$ cat config.mk
export PLATFORM = sky130hd
export DESIGN_NAME = dct_rom_pe
export DESIGN_NICKNAME = d
export VERILOG_FILES = /design/src/rtl/dct_rom_pe.sv
export SDC_FILE = /design/constraint.sdc
export NUM_CORES = 1
export LEC_CHECK = 0
export CORE_AREA = 2 2 149 151
export CTS_BUF_LIST = sky130_fd_sc_hd__clkbuf_4
export DETAILED_ROUTE_END_ITERATION = 16
export DIE_AREA = 0 0 151 153
export HOLD_SLACK_MARGIN = 0.05
export MAX_ROUTING_LAYER = met4
export PLACE_DENSITY = 0.89
export REMOVE_ABC_BUFFERS = 1
export SLEW_MARGIN = 5
export SYNTH_ARGS = -nofsm -noshare
export SYNTH_HDL_FRONTEND = slang
export SYNTH_SLANG_ARGS = --single-unit
export TNS_END_PERCENT = 50
$ cat constraint.sdc
create_clock -name clk -period 7.8 [get_ports clk]
set_input_delay 0.78 -clock clk [delete_from_list [all_inputs] [get_ports clk]]
set_output_delay 0.78 -clock clk [all_outputs]
set_load 0.01 [all_outputs]
$ cat src/rtl/dct_rom_pe.sv
`timescale 1ns/1ps
module dct_rom_pe #(
  parameter int W    = 8,
  parameter int CW   = 10,
  parameter int COEF = 231,
  parameter int YW   = 24
) (
  input  logic          clk,
  input  logic          rst,
  input  logic [W-1:0]  op0_i,
  input  logic [W-1:0]  op1_i,
  input  logic          sel_i,
  input  logic          neg_i,
  input  logic [YW-1:0] y1_i,
  input  logic [YW-1:0] y2_i,
  output logic [W-1:0]  op0_o,
  output logic [W-1:0]  op1_o,
  output logic          sel_o,
  output logic          neg_o,
  output logic [YW-1:0] y1_o,
  output logic [YW-1:0] y2_o
);
  localparam int H  = W / 2;
  localparam int TW = CW + W;
  localparam int PW = TW + 1;
  localparam int D  = 4;
  localparam logic signed [CW-1:0] KC = CW'(COEF);

  function automatic logic [W-1:0] spread(input logic [H-1:0] idx);
    logic [W-1:0] r;
    r = '0;
    for (int j = 0; j < H; j++) r[2*j] = idx[j];
    return r;
  endfunction

  logic signed [TW-1:0] tbl [2**H];
  for (genvar g = 0; g < 2**H; g++) begin : g_tbl
    assign tbl[g] = TW'(KC) * TW'($signed({1'b0, spread(H'(g))}));
  end

  logic [W-1:0] opsel, mag;
  assign opsel = sel_i ? op1_i : op0_i;
  assign mag   = opsel[W-1] ? (~opsel + W'(1)) : opsel;

  logic [W-1:0] mag1;
  logic         sg1, n1, sg2, n2;
  logic [H-1:0] ev, od;
  for (genvar j = 0; j < H; j++) begin : g_split
    assign ev[j] = mag1[2*j];
    assign od[j] = mag1[2*j+1];
  end

  logic signed [TW-1:0] pe2, po2;
  logic signed [PW-1:0] prod, c1_3, c2_3;
  assign prod = PW'(pe2) + (PW'(po2) <<< 1);

  logic [YW-1:0] y1d [D-1];
  logic [YW-1:0] y2d [D-1];
  logic [W-1:0]  op0d [D];
  logic [W-1:0]  op1d [D];
  logic [D-1:0]  seld, negd;

  always_ff @(posedge clk) begin
    if (rst) begin
      mag1 <= '0; sg1 <= 1'b0; n1 <= 1'b0;
      pe2 <= '0; po2 <= '0; sg2 <= 1'b0; n2 <= 1'b0;
      c1_3 <= '0; c2_3 <= '0;
      y1_o <= '0; y2_o <= '0;
      seld <= '0; negd <= '0;
      for (int i = 0; i < D-1; i++) begin y1d[i] <= '0; y2d[i] <= '0; end
      for (int i = 0; i < D; i++) begin op0d[i] <= '0; op1d[i] <= '0; end
    end else begin
      mag1 <= mag; sg1 <= opsel[W-1]; n1 <= neg_i;
      pe2 <= tbl[ev]; po2 <= tbl[od]; sg2 <= sg1; n2 <= n1;
      c1_3 <= (sg2 ^ n2) ? -prod : prod;
      c2_3 <= sg2 ? -prod : prod;
      y1_o <= y1d[D-2] + YW'(c1_3);
      y2_o <= y2d[D-2] + YW'(c2_3);
      y1d[0] <= y1_i; y2d[0] <= y2_i;
      for (int i = 1; i < D-1; i++) begin y1d[i] <= y1d[i-1]; y2d[i] <= y2d[i-1]; end
      op0d[0] <= op0_i; op1d[0] <= op1_i;
      for (int i = 1; i < D; i++) begin op0d[i] <= op0d[i-1]; op1d[i] <= op1d[i-1]; end
      seld <= {seld[D-2:0], sel_i};
      negd <= {negd[D-2:0], neg_i};
    end
  end

  assign op0_o = op0d[D-1];
  assign op1_o = op1d[D-1];
  assign sel_o = seld[D-1];
  assign neg_o = negd[D-1];

  logic [2:0] warm;
  always_ff @(posedge clk) begin
    if (rst) warm <= '0;
    else if (warm != 3'd4) warm <= warm + 3'd1;
  end

  a_r1_reset_clear: assert property (@(posedge clk)
    rst |=> (y1_o == '0 && y2_o == '0 && !sel_o && !neg_o));

  a_r5_tag_travel: assert property (@(posedge clk) disable iff (rst)
    (warm == 3'd4) |-> (sel_o == $past(sel_i, 4) && neg_o == $past(neg_i, 4)
                        && op0_o == $past(op0_i, 4) && op1_o == $past(op1_i, 4)));

  a_r3_same_when_add: assert property (@(posedge clk) disable iff (rst)
    (warm == 3'd4 && !neg_o) |->
      (YW'(y1_o - $past(y1_i, 4)) == YW'(y2_o - $past(y2_i, 4))));

  a_r2_opposite_when_neg: assert property (@(posedge clk) disable iff (rst)
    (warm == 3'd4 && neg_o) |->
      (YW'((y1_o - $past(y1_i, 4)) + (y2_o - $past(y2_i, 4))) == '0));

  a_r8_zero_operand: assert property (@(posedge clk) disable iff (rst)
    (warm == 3'd4 && ((sel_o ? op1_o : op0_o) == '0)) |->
      (y1_o == $past(y1_i, 4) && y2_o == $past(y2_i, 4)));
endmodule

Yosys cells after proc, flatten, opt, wreduce, memory -nomap -nowiden
Memory sizes are Yosys's and may differ from the RTL's. A register that Yosys moved wholly into a read port is not among the register bits.
Index checks and enable logic that the tools add are counted.
Storage, ports and cells
  bits in writable memories: 208
  input bits: 68
  memories kept: 6
  output and inout bits: 66
  word-level logic and storage cells: 64
  register bits after elaboration: 106
  bits in read-only memories: 576
Cells by class
  bitwise logic cells: 19
  mux-type cells: 21
  reduce and logical (&&, ||, !) cells: 1
  add/subtract/negate cells: 5
Memory list
  (no name shown): depth 16, width 18, read ports 1, clocked after memory_dff 1, wr ports 0, line 74  | pe2 <= tbl[ev]; po2 <= tbl[od]; sg2 <= sg1; n2 <= n1;
  (no name shown): depth 16, width 18, read ports 1, clocked after memory_dff 1, wr ports 0, line 74
  y1d: depth 3, width 24, read ports 3, clocked after memory_dff 0, wr ports 3, line 57  | logic [YW-1:0] y1d [D-1];
  y2d: depth 3, width 24, read ports 3, clocked after memory_dff 0, wr ports 3, line 58  | logic [YW-1:0] y2d [D-1];
  op0d: depth 4, width 8, read ports 4, clocked after memory_dff 0, wr ports 4, line 59  | logic [W-1:0] op0d [D];
  op1d: depth 4, width 8, read ports 4, clocked after memory_dff 0, wr ports 4, line 60  | logic [W-1:0] op1d [D];
Operator list (number)
  24-bit 2-to-1 mux: 6
  8-bit 2-to-1 mux: 9
  24-bit adder: 2
  19-bit 2-to-1 mux: 2
  18-bit by 19-bit adder with 19-bit output: 1
  19-bit negation: 1
  1-bit bitwise OR: 14
  4-bit NOT with 5-bit output: 2
  8-bit by 1-bit adder with 8-bit output (second input constant): 1
  8-bit NOT: 1
  7-bit 2-to-1 mux: 1
  1-bit 2-to-1 mux: 3
  2-bit OR reduction: 1
  1-bit NOT: 1
  1-bit bitwise XOR: 1

Depth between registers and ports, before layout
  depth in word-level cells: 4
  mapped depth: 11
  depth with buffers taken out: 11

Worst setup path after synthesis
Ideal clock, no wire load.
  path type: register -> register
  from: register pe2[1]
  to: register c1_3[14]
  data arrival time: 2.732 ns
  setup time: 0.072 ns
  clock period less this slack: 2.804 ns
  path slack: 4.996 ns
  required time: 7.728 ns
  stages on the path, launching flop included: 12
  path buffers: 0
  cell sequence: dfxtp_1 > ha_1 > inv_1 > fa_1 > nand2b_1 > a21oi_2 > nor2b_1 > nor4_1 > a21oi_4 > or3_1 > o31ai_1 > mux2i_1
Between the ends
  cells in the longest elaborated chain, start to end: 3
Ends and longest elaborated chain
  start, declared: line 53  | logic signed [TW-1:0] pe2, po2;
  18-bit by 19-bit adder with 19-bit output (*): line 55  | assign prod = PW'(pe2) + (PW'(po2) <<< 1);
  19-bit negation: line 75  | c1_3 <= (sg2 ^ n2) ? -prod : prod;
  19-bit 2-to-1 mux (*): line 75
  end signal, assigned: line 75
  end, declared: line 54  | logic signed [PW-1:0] prod, c1_3, c2_3;
Every way passes the cells marked *; elsewhere a longest branch is shown, timed or not.
A chain may end at the register's enable or synchronous reset.

Worst setup path after layout
Ends and elaborated chain as after synthesis.

==> results_dict.tcl <==
set metrics [dict create \
    clk_pin_slew_ns 0.07 \
    worstPathRequired_ns 8.40 \
    hold_buffers 0 \
    async_flop_share 0 \
    maxCapViolCount 0 \
    avgSynthCellArea_sq_um 10.04 \
    drt_first_pass_iters 5 \
    synth.distinct_cells 83 \
    finish.utilization 0.7336 \
    timing.hold.ws_ns 0.3902 \
    overflow 0 \
    fin_area_sq_um 15760 \
    die_width_um 151 \
    synth_area_leaders "dfxtp_1 (51%), nor2b_1 (11%), ha_1 (7.2%)" \
    netlist_instances 1323 \
    intPower_uw 2788 \
    drtIter0Drc 514 \
    p_comb_frac 0.141 \
    fmax_mhz 316.2 \
    worstPathCellList "ha_1, inv_1, fa_1, nand2b_1, a21oi_2, nor4_1, a211oi_2, nand3_2, or3_1, o31ai_1, mux2i_1" \
    path_max_fanout 5 \
    drv_slew 0 \
    swShare 0.2614 \
    holdCritStartpoint "y2d[0][11]" \
    vias 9586 \
    netlist_area_sq_um 13280 \
    hp-class "register to register" \
    rr_startpoint "pe2[1]" \
    startpoint_type "register" \
    place_inst 1690 \
    finClkSkew_ns 0.04504 \
    routabilityCongestion 0.8866 \
    max_stage_delay_ns 0.42 \
    synthFlopType "dfxtp_1" \
    grt_pass1_wl_um 41900 \
    hold_violations 0 \
    htree_levels 3 \
    holdPathStages 1 \
    outcome "finished, final reports clean" \
    power_frac_seq 0.500 \
    synth_seq_cells 339 \
    cts_tree "yes" \
    grt.total_usage 0.2286 \
    wire_per_inst_um 13.84 \
    ff2ff_path_depth 11 \
    fp.dieH_um 153 \
    power_switching_uw 986.7 \
    grt_max_degree 168 \
    initial_core_util 0.6183 \
    fillCellCount 1510 \
    arrival_ns 3.76 \
    synth_edf_count 0 \
    io_pins 134 \
    yosysTopAreaCell "dfxtp_1" \
    die_area_sq_um 23100 \
    root_buffer "clkbuf_4" \
    ctsResizeCount 0 \
    cts_made_buffers 81 \
    coreArea_sq_um 21490 \
    ys_warn_count 0 \
    maxSlewHeadroom 0.3708 \
    post-cts-setup-buffers 0 \
    rrSetupSlack_ns 4.64 \
    cts_num_sinks 339 \
    dp_hpwl_um 17310 \
    period_minus_slack_ns 3.162 \
    drcViolationCount 0 \
    seq_area_frac_synth 0.5109 \
    holdPathEnd "y2d[0][35]" \
    power_leakage_uw 0.006683 \
    endpoint_kind "register" \
    synthToLayoutAreaGrowth_pct 18.66 \
    vias_per_cell 5.233 \
    wl_um 25360 \
    fin_crit_sh 0.4054 \
    reg2reg_to "c1_3[14]" \
    setup_viol 0 \
    clk_latency_ns 0.67 \
    synth.top_cell.area_share 0.5109 \
    antenna_left 0 \
    max-vdd-ir-drop_mv 0.1605 \
    fin_cells 1832 \
    p_per_area_nw_per_um2 239.5 \
    worst-setup-path-type "register to register" \
    seq_area_sq_um 6787 \
    numPortBuffers 133 \
    p_clk_frac 0.360 \
    worst_pin_slew_ns 0.9438 \
    place_area_sq_um 14770 \
    finalSetupTns_ns 0 \
    rows 54 \
    first_global_vias 9268 \
    grt_antenna_before_repair 1 \
    cpMaxStageDelayCell "dfxtp_1" \
    ctsLongestPathBuffers 3 \
    rsz0062_at_grt "false" \
    drive_gt1_frac 0.1019 \
    multi_input_area_sq_um 6161 \
    layout.nets 1640 \
]
[layer usage]
layer,vias up,part of all wire,track usage
met1,4416,0.42,0.2583
met5,-,0,-
met2,266,0.51,0.3970
met4,0,0.023,0.09079
met3,49,0.046,0.04239
li1,4855,-,-
[how the worst max path moves through the flow]
stage / start / end / slack (ns) / depth (start not counted)
3_5_place_dp: pe2[1] / c1_3[14] / 4.65 / 11
3_3_place_gp: pe2[1] / c1_3[14] / 4.84 / 11
4_1_cts: pe2[1] / c1_3[14] / 4.64 / 11
5_1_grt: pe2[1] / c1_3[14] / 4.38 / 11
2_1_floorplan: pe2[1] / c1_3[14] / 5.00 / 11
6_report: pe2[1] / c1_3[14] / 4.64 / 11
[final cells by class]
| type | instances | share of cell area |
|---|---|---|
| clock inverters | 28 | 0.009049 |
| flip-flops and latches | 339 | 0.4305 |
| inverters | 30 | 0.007144 |
| clock buffers | 113 | 0.05382 |
| repair buffers | 136 | 0.08620 |
| diodes | 1 | 0.0001588 |
| well taps | 280 | 0.02223 |
| multi-input cells | 905 | 0.3909 |
[registers in the layout, indices dropped and copies added (netlist names)]
register	cells
sg1	1
op1d	32
y2d	72
c2_3	19
sg2	1
op0d	32
negd	4
po2	14
y1d	72
mag1	8
y1_o	24
y2_o	24
seld	4
c1_3	18
pe2	14
[synth_stat cells, types with 3 or more instances]
cell type,count
nor3_1,34
a21o_1,16
or3_1,9
nor2_1,126
clkbuf_1,40
a31oi_1,7
nor4_1,5
a21oi_1,64
or2_2,3
o21a_1,14
fa_1,3
o21ai_1,8
buf_1,4
nor2b_1,233
o21ai_0,33
nand4_1,3
ha_1,76
nand3_1,13
and3_1,11
mux2i_1,15
xor2_1,42
o22ai_1,3
a211oi_1,16
a211o_1,5
o211a_1,3
inv_1,30
nor3b_1,6
o31a_1,3
xnor2_1,25
o31ai_1,8
nand2b_1,18
a21boi_0,6
dfxtp_1,339
nand2_1,40
[critical path: cells and delay by family, from the launching register on]
kind | cells | cell delay, ns
simple gates | 4 | 0.85
buf+inv | 1 | 0.06
flops | 1 | 0.42
mux | 1 | 0.23
fa+ha+maj | 2 | 0.59
compound gates | 3 | 0.97
[metrics by stage]
step	total power, uW	setup WS [ns]
after floorplan	2252	4.996
after global placement	2423	4.840
after detailed placement	2446	4.648
after CTS	3815	4.636
after global routing	3972	4.383
final	3775	4.638
[cells by family after synthesis]
kind of cell | Yosys count | share of synthesized area
fa+ha+maj | 79 | 0.07610
simple gates | 521 | 0.2159
flops | 339 | 0.5109
mux | 17 | 0.01300
buf+inv | 79 | 0.02534
compound gates | 219 | 0.1113
xor+xnor | 69 | 0.04747
[placed cells by master (no fill, tap or decap), types with 15 or more instances in the layout]
cell             Yosys  routed
mux2i_1             15      15
a21o_1              16      16
nor2_1             126     126
a21oi_1             64      64
a211oi_1            16      16
xnor2_1             25      25
xor2_1              42      42
ha_1                76      76
nor3_1              34      34
o21ai_0             33      33
clkdlybuf4s50_1      0     132
clkinv_1             0      16
nand2b_1            18      18
nor2b_1            233     233
dfxtp_1            339     339
nand2_1             40      40
clkbuf_4             0     113
inv_1               30      30
[power groups by stage]
stage          Clock (uW)  Combinational (uW)  Sequential (uW)
3_5_place_dp            0                 521             1920
6_report             1360                 531             1890
2_1_floorplan           0                 331             1920
3_3_place_gp            0                 502             1920
5_1_grt              1490                 586             1900
4_1_cts              1400                 528             1890
No activity file was read; power rests on OpenSTA's default activity.
